===== src/rtl/nbr_walk_pkg.sv =====
package nbr_walk_pkg;

    typedef enum logic [4:0] {
        ST_IDLE,
        ST_APTR_LO,
        ST_APTR_LO_W,
        ST_APTR_HI,
        ST_APTR_HI_W,
        ST_B_CHECK,
        ST_B_FETCH,
        ST_B_FETCH_W,
        ST_BPTR_LO,
        ST_BPTR_LO_W,
        ST_BPTR_HI,
        ST_BPTR_HI_W,
        ST_C_CHECK,
        ST_C_FETCH,
        ST_C_FETCH_W,
        ST_ADJ,
        ST_ADJ_W,
        ST_EMIT,
        ST_DONE
    } walk_state_e;

    typedef enum logic [2:0] {
        AK_PTR_A_LO,
        AK_PTR_A_HI,
        AK_NBR_B,
        AK_PTR_B_LO,
        AK_PTR_B_HI,
        AK_NBR_C,
        AK_ADJ
    } addr_kind_e;

endpackage


===== src/rtl/nbr_walk_addr_gen.sv =====
module nbr_walk_addr_gen
    import nbr_walk_pkg::*;
#(
    parameter int NUM_VERTS = 16,
    parameter int VID_W     = 4,
    parameter int ADDR_W    = 10,
    parameter int DATA_W    = 64,
    parameter int PTR_BASE  = 0,
    parameter int NBR_BASE  = 32,
    parameter int ADJ_BASE  = 96
) (
    input  addr_kind_e                 kind,
    input  logic [VID_W-1:0]           vtx_a,
    input  logic [VID_W-1:0]           vtx_b,
    input  logic [VID_W-1:0]           vtx_c,
    input  logic [ADDR_W-1:0]          off_b,
    input  logic [ADDR_W-1:0]          off_c,
    output logic [ADDR_W-1:0]          addr,
    output logic [$clog2(DATA_W)-1:0]  bit_sel
);
    localparam int SEL_W = $clog2(DATA_W);
    localparam int BIT_W = 2 * VID_W + 2;

    logic [BIT_W-1:0] bit_idx;

    always_comb begin
        bit_idx = BIT_W'(vtx_c) * BIT_W'(NUM_VERTS) + BIT_W'(vtx_a);
        bit_sel = SEL_W'(bit_idx);
        unique case (kind)
            AK_PTR_A_LO: addr = ADDR_W'(PTR_BASE) + ADDR_W'(vtx_a);
            AK_PTR_A_HI: addr = ADDR_W'(PTR_BASE) + ADDR_W'(vtx_a) + ADDR_W'(1);
            AK_NBR_B:    addr = ADDR_W'(NBR_BASE) + off_b;
            AK_PTR_B_LO: addr = ADDR_W'(PTR_BASE) + ADDR_W'(vtx_b);
            AK_PTR_B_HI: addr = ADDR_W'(PTR_BASE) + ADDR_W'(vtx_b) + ADDR_W'(1);
            AK_NBR_C:    addr = ADDR_W'(NBR_BASE) + off_c;
            AK_ADJ:      addr = ADDR_W'(ADJ_BASE) + ADDR_W'(bit_idx >> SEL_W);
            default:     addr = '0;
        endcase
    end
endmodule


===== src/rtl/nbr_walk_bit_pick.sv =====
module nbr_walk_bit_pick #(
    parameter int DATA_W = 64
) (
    input  logic [DATA_W-1:0]          word,
    input  logic [$clog2(DATA_W)-1:0]  sel,
    output logic                       bit_out
);
    always_comb bit_out = word[sel];
endmodule


===== src/rtl/nbr_walk_engine.sv =====
module nbr_walk_engine
    import nbr_walk_pkg::*;
#(
    parameter int NUM_VERTS = 16,
    parameter int VID_W     = $clog2(NUM_VERTS),
    parameter int ADDR_W    = 10,
    parameter int DATA_W    = 64,
    parameter int CIDX_W    = 2,
    parameter int PTR_BASE  = 0,
    parameter int NBR_BASE  = 32,
    parameter int ADJ_BASE  = 96
) (
    input  logic              clk,
    input  logic              rst_n,
    input  logic              start_valid,
    input  logic [VID_W-1:0]  start_vertex,
    output logic              start_ready,
    output logic              done,
    output logic              mem_req_valid,
    input  logic              mem_req_ready,
    output logic [ADDR_W-1:0] mem_req_addr,
    input  logic              mem_rsp_valid,
    input  logic [DATA_W-1:0] mem_rsp_data,
    output logic              inc_valid,
    output logic [VID_W-1:0]  inc_vertex,
    output logic [CIDX_W-1:0] inc_index
);
    localparam int SEL_W = $clog2(DATA_W);
    localparam logic [CIDX_W-1:0] CNT_OPEN = CIDX_W'(0);
    localparam logic [CIDX_W-1:0] CNT_TRI  = CIDX_W'(1);

    walk_state_e state, state_nx;
    addr_kind_e  kind;

    logic [VID_W-1:0]  a_q, b_q, c_q;
    logic [ADDR_W-1:0] b_off, b_end, c_off, c_end;
    logic              tri_q;
    logic [SEL_W-1:0]  bit_sel;
    logic              adj_bit;
    logic [ADDR_W-1:0] rsp_ptr;
    logic [VID_W-1:0]  rsp_vid;

    assign rsp_ptr = ADDR_W'(mem_rsp_data);
    assign rsp_vid = VID_W'(mem_rsp_data);

    nbr_walk_addr_gen #(
        .NUM_VERTS(NUM_VERTS), .VID_W(VID_W), .ADDR_W(ADDR_W), .DATA_W(DATA_W),
        .PTR_BASE(PTR_BASE), .NBR_BASE(NBR_BASE), .ADJ_BASE(ADJ_BASE)
    ) u_addr (
        .kind(kind), .vtx_a(a_q), .vtx_b(b_q), .vtx_c(c_q),
        .off_b(b_off), .off_c(c_off), .addr(mem_req_addr), .bit_sel(bit_sel)
    );

    nbr_walk_bit_pick #(.DATA_W(DATA_W)) u_pick (
        .word(mem_rsp_data), .sel(bit_sel), .bit_out(adj_bit)
    );

    // Next-state logic
    always_comb begin
        state_nx = state;
        unique case (state)
            ST_IDLE:      if (start_valid)   state_nx = ST_APTR_LO;
            ST_APTR_LO:   if (mem_req_ready) state_nx = ST_APTR_LO_W;
            ST_APTR_LO_W: if (mem_rsp_valid) state_nx = ST_APTR_HI;
            ST_APTR_HI:   if (mem_req_ready) state_nx = ST_APTR_HI_W;
            ST_APTR_HI_W: if (mem_rsp_valid) state_nx = ST_B_CHECK;
            ST_B_CHECK:   state_nx = (b_off == b_end) ? ST_DONE : ST_B_FETCH;
            ST_B_FETCH:   if (mem_req_ready) state_nx = ST_B_FETCH_W;
            ST_B_FETCH_W: if (mem_rsp_valid) state_nx = ST_BPTR_LO;
            ST_BPTR_LO:   if (mem_req_ready) state_nx = ST_BPTR_LO_W;
            ST_BPTR_LO_W: if (mem_rsp_valid) state_nx = ST_BPTR_HI;
            ST_BPTR_HI:   if (mem_req_ready) state_nx = ST_BPTR_HI_W;
            ST_BPTR_HI_W: if (mem_rsp_valid) state_nx = ST_C_CHECK;
            ST_C_CHECK:   state_nx = (c_off == c_end) ? ST_B_CHECK : ST_C_FETCH;
            ST_C_FETCH:   if (mem_req_ready) state_nx = ST_C_FETCH_W;
            ST_C_FETCH_W: if (mem_rsp_valid)
                              state_nx = (rsp_vid == a_q) ? ST_C_CHECK : ST_ADJ;
            ST_ADJ:       if (mem_req_ready) state_nx = ST_ADJ_W;
            ST_ADJ_W:     if (mem_rsp_valid) state_nx = ST_EMIT;
            ST_EMIT:      state_nx = ST_C_CHECK;
            ST_DONE:      state_nx = ST_IDLE;
            default:      state_nx = ST_IDLE;
        endcase
    end

    // State register
    always_ff @(posedge clk) begin
        if (!rst_n) state <= ST_IDLE;
        else        state <= state_nx;
    end

    // Walk registers
    always_ff @(posedge clk) begin
        if (!rst_n) begin
            a_q   <= '0;
            b_q   <= '0;
            c_q   <= '0;
            b_off <= '0;
            b_end <= '0;
            c_off <= '0;
            c_end <= '0;
            tri_q <= 1'b0;
        end else begin
            unique case (state)
                ST_IDLE:      if (start_valid)   a_q   <= start_vertex;
                ST_APTR_LO_W: if (mem_rsp_valid) b_off <= rsp_ptr;
                ST_APTR_HI_W: if (mem_rsp_valid) b_end <= rsp_ptr;
                ST_B_FETCH_W: if (mem_rsp_valid) b_q   <= rsp_vid;
                ST_BPTR_LO_W: if (mem_rsp_valid) c_off <= rsp_ptr;
                ST_BPTR_HI_W: if (mem_rsp_valid) c_end <= rsp_ptr;
                ST_C_CHECK:   if (c_off == c_end) b_off <= b_off + ADDR_W'(1);
                ST_C_FETCH_W: if (mem_rsp_valid) begin
                                  c_q <= rsp_vid;
                                  if (rsp_vid == a_q) c_off <= c_off + ADDR_W'(1);
                              end
                ST_ADJ_W:     if (mem_rsp_valid) tri_q <= adj_bit;
                ST_EMIT:      c_off <= c_off + ADDR_W'(1);
                default:      ;
            endcase
        end
    end

    // Outputs
    always_comb begin
        start_ready   = 1'b0;
        done          = 1'b0;
        inc_valid     = 1'b0;
        mem_req_valid = 1'b0;
        kind          = AK_PTR_A_LO;
        unique case (state)
            ST_IDLE:    start_ready = 1'b1;
            ST_APTR_LO: begin mem_req_valid = 1'b1; kind = AK_PTR_A_LO; end
            ST_APTR_HI: begin mem_req_valid = 1'b1; kind = AK_PTR_A_HI; end
            ST_B_FETCH: begin mem_req_valid = 1'b1; kind = AK_NBR_B;    end
            ST_BPTR_LO: begin mem_req_valid = 1'b1; kind = AK_PTR_B_LO; end
            ST_BPTR_HI: begin mem_req_valid = 1'b1; kind = AK_PTR_B_HI; end
            ST_C_FETCH: begin mem_req_valid = 1'b1; kind = AK_NBR_C;    end
            ST_ADJ:     begin mem_req_valid = 1'b1; kind = AK_ADJ;      end
            ST_EMIT:    inc_valid = 1'b1;
            ST_DONE:    done = 1'b1;
            default:    ;
        endcase
    end

    assign inc_vertex = a_q;
    assign inc_index  = tri_q ? CNT_TRI : CNT_OPEN;

    AST_REQ_HOLD: assert property (@(posedge clk) disable iff (!rst_n)
        (mem_req_valid && !mem_req_ready) |=> (mem_req_valid && $stable(mem_req_addr)));
    AST_NO_REQ_ON_RSP: assert property (@(posedge clk) disable iff (!rst_n)
        mem_rsp_valid |-> !mem_req_valid);
    AST_DONE_PULSE: assert property (@(posedge clk) disable iff (!rst_n)
        done |=> (!done && start_ready));
    AST_NO_SELF_INC: assert property (@(posedge clk) disable iff (!rst_n)
        inc_valid |-> (c_q != a_q));
    AST_START_TAKEN: assert property (@(posedge clk) disable iff (!rst_n)
        $fell(start_ready) |-> $past(start_valid));
endmodule


===== config.mk =====
export PLATFORM = sky130hd
export DESIGN_NAME = nbr_walk_engine
export DESIGN_NICKNAME = d
export VERILOG_FILES = /design/src/rtl/nbr_walk_pkg.sv /design/src/rtl/nbr_walk_addr_gen.sv /design/src/rtl/nbr_walk_bit_pick.sv /design/src/rtl/nbr_walk_engine.sv
export SDC_FILE = /design/constraint.sdc
export NUM_CORES = 1
export LEC_CHECK = 0
export BUFFER_PORTS_ARGS = -buffer_cell sky130_fd_sc_hd__buf_2
export CORE_AREA = 10 10 129 101
export DETAILED_ROUTE_END_ITERATION = 8
export DIE_AREA = 0 0 139 111
export HOLD_SLACK_MARGIN = 0.1
export PLACE_DENSITY = 0.75
export SLEW_MARGIN = 5
export SYNTH_ARGS = -nofsm -noshare
export SYNTH_HDL_FRONTEND = slang
export SYNTH_SLANG_ARGS = --single-unit

===== constraint.sdc =====
create_clock -name clk -period 2.65 [get_ports clk]
set_clock_uncertainty 0.1 [all_clocks]
set_input_delay 0.1325 -clock clk [delete_from_list [all_inputs] [get_ports clk]]
set_output_delay 0.1325 -clock clk [all_outputs]
set_load 0.005 [all_outputs]

==> impl_metrics.prom <==
# TYPE chip_impl_metric gauge
chip_impl_info{name="r2r-start",value="c_off[4]"} 1
chip_impl_metric{name="cts_buffers",unit=""} 9
chip_impl_metric{name="static-leakage-power",unit="nW"} 2.31
chip_impl_metric{name="routed_wl",unit="mm"} 14.9
chip_impl_metric{name="routedWlPerCell",unit="um"} 18.8
chip_impl_info{name="cts_tree",value="yes"} 1
chip_impl_info{name="synth_top_flop_cell",value="sky130_fd_sc_hd__dfxtp_1"} 1
chip_impl_metric{name="hold_depth",unit=""} 3
chip_impl_metric{name="design.core.area",unit="sq mm"} 0.0107
chip_impl_metric{name="power_density",unit="mW/mm^2"} 694
chip_impl_metric{name="finalWorstPathRequiredPeriod",unit="ns"} 2.65
chip_impl_metric{name="post-place-ws",unit="ns"} 0.129
chip_impl_metric{name="via_per_inst",unit=""} 5.86
chip_impl_metric{name="first_global_vias",unit=""} 4552
chip_impl_metric{name="initialDrtViolationCount",unit=""} 658
chip_impl_metric{name="dr_total_vias",unit=""} 4658
chip_impl_metric{name="final.period_utilization",unit="%"} 100
chip_impl_metric{name="syn-instance-count",unit=""} 547
chip_impl_metric{name="floorplan.die.width",unit="um"} 139
chip_impl_metric{name="postSynthNetCount",unit=""} 624
chip_impl_metric{name="layout_setup_ws",unit="ns"} -0.00340
chip_impl_metric{name="count_of_cell_types_in_the_netlist",unit=""} 76
chip_impl_metric{name="drt.antenna.violating_nets",unit=""} 0
chip_impl_metric{name="ys_ff_latch",unit=""} 58
chip_impl_metric{name="critical_path_at",unit="ns"} 2.42
chip_impl_metric{name="n_antenna_cell",unit=""} 0
chip_impl_metric{name="ys_async_sr_fraction",unit="%"} 0
chip_impl_metric{name="maxCapViolCount",unit=""} 0
chip_impl_metric{name="cp.required",unit="ns"} 2.42
chip_impl_info{name="crit_path_end_kind",value="output port"} 1
chip_impl_metric{name="largest_net_degree_at_the_start_of_global_routing",unit=""} 50
chip_impl_metric{name="grt_pass1_wl",unit="mm"} 23.6
chip_impl_info{name="hold_path_startpoint",value="mem_rsp_data[3]"} 1
chip_impl_metric{name="synthesis.area_per_instance",unit="sq um"} 8.08
chip_impl_metric{name="layout-drive-gt1-share",unit="%"} 28.1
chip_impl_metric{name="grt_antenna_before_repair",unit=""} 0
chip_impl_info{name="worst-setup-path-type",value="reg2out"} 1
chip_impl_metric{name="report.final.hold_viol_count",unit=""} 0
chip_impl_info{name="setup.worst_path.start_class",value="register"} 1
chip_impl_info{name="worst_min_delay_path_class",value="in2reg"} 1
chip_impl_info{name="synth_largest_area_cell",value="sky130_fd_sc_hd__dfxtp_1"} 1
chip_impl_metric{name="die_area",unit="sq mm"} 0.0154
chip_impl_metric{name="setup_tns",unit="ns"} -0.00340
chip_impl_metric{name="synth-warning-count",unit=""} 0
chip_impl_metric{name="number_of_fill_cells_in_the_layout",unit=""} 975
chip_impl_metric{name="synth_area",unit="sq mm"} 0.00442
chip_impl_info{name="outcome",value="complete, but fails checks"} 1
chip_impl_metric{name="vdd_ir_drop_max",unit="mV"} 0.383
chip_impl_metric{name="detailed_place_hpwl",unit="mm"} 10.9
chip_impl_metric{name="setup_viol",unit=""} 1
chip_impl_metric{name="reg2reg_setup_slack",unit="ns"} 0.29
chip_impl_metric{name="clkTransAtPathRegs",unit="ns"} 0.05
chip_impl_metric{name="globalRouteOverflowTotal",unit=""} 0
chip_impl_metric{name="synth_enable_flop_cells",unit=""} 0
chip_impl_metric{name="synth.yosys.seq_area_share",unit="%"} 26.3
chip_impl_metric{name="number_of_ports_placed_on_the_die_boundary",unit=""} 93
chip_impl_info{name="hold_end",value="b_q[3]"} 1
chip_impl_metric{name="total_power",unit="W"} 0.00391
chip_impl_metric{name="critical_path_peak_fanout",unit=""} 17
chip_impl_metric{name="die_h",unit="um"} 111
chip_impl_metric{name="seqCellArea",unit="sq mm"} 0.00117
chip_impl_metric{name="r2r_cells",unit=""} 6
chip_impl_metric{name="syn2layout_area_growth",unit="%"} 27.6
chip_impl_metric{name="clk_latency",unit="ns"} 0.34
chip_impl_metric{name="max_clock_freq",unit="MHz"} 377
chip_impl_metric{name="grt_usage",unit="%"} 18.3
chip_impl_metric{name="yosysTopAreaCellShare",unit="%"} 26.3
chip_impl_metric{name="cts.sinks",unit=""} 58
chip_impl_info{name="failed_checks",value="negative setup slack"} 1
chip_impl_metric{name="htree_num_levels",unit=""} 3
chip_impl_metric{name="routabilityCongestion",unit=""} 0.967
chip_impl_metric{name="remaining_drc_errors",unit=""} 0
chip_impl_metric{name="drtPass1Iterations",unit=""} 5
chip_impl_info{name="worst_flop_to_flop_path_endpoint",value="b_off[0]"} 1
chip_impl_metric{name="slew_headroom",unit="%"} 45.7
chip_impl_metric{name="worst_margin_pin_slew",unit="ns"} 0.813
chip_impl_info{name="ys_top_cells_by_area",value="sky130_fd_sc_hd__dfxtp_1, sky130_fd_sc_hd__mux2i_1, sky130_fd_sc_hd__mux4_2, sky130_fd_sc_hd__nand2_1, sky130_fd_sc_hd__nor2_1"} 1
chip_impl_info{name="clock_tree.root_cell",value="sky130_fd_sc_hd__clkbuf_16"} 1
chip_impl_metric{name="placementRows",unit=""} 33
chip_impl_metric{name="multi_input_area",unit="sq mm"} 0.00299
chip_impl_metric{name="portBuffers",unit=""} 91
chip_impl_info{name="unrepaired_setup_endpoints_after_global_routing",value="yes"} 1
chip_impl_metric{name="floorplan.initialDensity",unit="%"} 41.5
chip_impl_metric{name="clock_path_buffers",unit=""} 2
chip_impl_metric{name="design.final.nets",unit=""} 727
chip_impl_metric{name="slew_viols_final",unit=""} 0
[placed cells by master, fill, tap and decap left out, drive strengths merged, types with 3 or more instances in the layout]
cell,count
xor2,15
nand4,7
nand3b,3
ha,4
o22ai,6
a31oi,6
dlygate4sd3,18
inv,13
nor2,59
xnor2,17
mux4,12
nor2b,7
a221o,5
o31ai,4
nand3,19
mux2i,47
nor4,6
a22oi,4
o32ai,4
o21a,4
clkbuf,11
a21oi,35
a211oi,6
and3,4
nor3,16
nand2b,5
and2,4
or3,3
o21ai,18
buf,126
dfxtp,58
bufinv,3
nand2,63
[metrics by stage]
| stage | hold slack (ns) | cells | cell area [sq um] | utilization [%] |
|---|---|---|---|---|
| after floorplan | 0.176 | 547 | 4420 | - |
| after global placement | 0.291 | 753 | 5000 | 46.9 |
| after detailed placement | 0.298 | 753 | 5000 | 46.9 |
| after CTS | 0.106 | 791 | 5560 | 52.2 |
| after global routing | 0.139 | 795 | 5640 | 52.9 |
| final | 0.113 | 795 | 5640 | 52.9 |
[critical path: stages (launching register included)]
cell and delay, ns:
sky130_fd_sc_hd__dfxtp_4 0.38, sky130_fd_sc_hd__buf_12 0.16, sky130_fd_sc_hd__nor3_4 0.30, sky130_fd_sc_hd__mux2i_2 0.32
sky130_fd_sc_hd__inv_1 0.10, sky130_fd_sc_hd__ha_1 0.31, sky130_fd_sc_hd__a221oi_2 0.25, sky130_fd_sc_hd__nand3_1 0.12
sky130_fd_sc_hd__buf_2 0.15
[registers in the layout (all words and copies together), names as in the netlist]
| signal | count |
|---|---|
| inc_vertex | 4 |
| c_off | 10 |
| c_end | 10 |
| b_off | 10 |
| c_q | 4 |
| tri_q | 1 |
| state | 5 |
| b_end | 10 |
| b_q | 4 |
[layer usage]
metal	vias up	share of wire (%)	track usage [%]
met3	30	10	5.44
met1	2181	43	24.3
met4	0	1.5	4.09
met5	-	0	0
met2	273	45	28.5
li1	2174	-	-
[layout make-up]
| class | count | share of cell area (%) |
|---|---|---|
| repair buffers | 144 | 16.2 |
| clock buffers | 11 | 4.13 |
| inverters | 14 | 0.932 |
| clock inverters | 5 | 1.82 |
| multi-input cells | 423 | 53.0 |
| flip-flops and latches | 58 | 20.8 |
| well taps | 140 | 3.11 |
[cells by family after synthesis]
family	count (synthesis)	synth area share, %
and+or+nand+nor	208	23.3
AOI/OAI and AO/OA	117	18.1
buffers and inverters	66	7.36
muxes	61	17.3
DFF	58	26.3
xor gates and xnor gates	32	6.51
adders and majority gates	4	1.13
other	1	0.0849
[what timing repair did]
item / in CTS / in global routing
gates cloned: 0 / 0
hold buffers: 18 / 0
endpoints found under the hold margin: 24 / 0
endpoints found under the setup margin: 7 / 6
pin swaps: 2 / 3
setup buffers: 4 / 4
resized for setup: 8 / 11
[power by group]
group / leakage, nW / internal, W / total [W] / switching [W]
Sequential: 0.471 / 0.000945 / 0.00110 / 0.000150
Clock: 0.160 / 0.000916 / 0.00134 / 0.000422
Combinational: 1.67 / 0.000667 / 0.00148 / 0.000810
Total: 2.31 / 0.00253 / 0.00391 / 0.00138
[Yosys cell counts (3+ instances only)]
cell / count
sky130_fd_sc_hd__nand2_1: 63
sky130_fd_sc_hd__nor2_1: 59
sky130_fd_sc_hd__dfxtp_1: 58
sky130_fd_sc_hd__mux2i_1: 47
sky130_fd_sc_hd__a21oi_1: 34
sky130_fd_sc_hd__clkbuf_1: 29
sky130_fd_sc_hd__nand3_1: 19
sky130_fd_sc_hd__o21ai_0: 17
sky130_fd_sc_hd__xnor2_1: 17
sky130_fd_sc_hd__xor2_1: 14
sky130_fd_sc_hd__nor3_1: 13
sky130_fd_sc_hd__inv_1: 12
sky130_fd_sc_hd__mux4_2: 12
sky130_fd_sc_hd__buf_4: 10
sky130_fd_sc_hd__buf_2: 8
sky130_fd_sc_hd__nand4_1: 7
sky130_fd_sc_hd__nor2b_1: 7
sky130_fd_sc_hd__a31oi_1: 6
sky130_fd_sc_hd__o22ai_1: 6
sky130_fd_sc_hd__a211oi_1: 5
sky130_fd_sc_hd__a221o_1: 5
sky130_fd_sc_hd__nand2b_1: 5
sky130_fd_sc_hd__a22oi_1: 4
sky130_fd_sc_hd__and2_1: 4
sky130_fd_sc_hd__and3_1: 4
sky130_fd_sc_hd__buf_6: 4
sky130_fd_sc_hd__ha_1: 4
sky130_fd_sc_hd__nor4_1: 4
sky130_fd_sc_hd__o21a_1: 4
sky130_fd_sc_hd__o31ai_1: 4
sky130_fd_sc_hd__o32ai_1: 4
sky130_fd_sc_hd__or3_1: 3
[worst max path at each step]
stage / startpoint / endpoint / cells after the start
floorplan: state[2] / mem_req_addr[9] / 9
global placement: state[4] / mem_req_addr[4] / 9
detailed placement: state[4] / mem_req_addr[9] / 9
CTS: state[4] / mem_req_addr[1] / 8
global route: state[2] / mem_req_addr[1] / 8
finish: state[2] / mem_req_addr[1] / 8
Note: power is estimated with default switching activity, not from simulation.
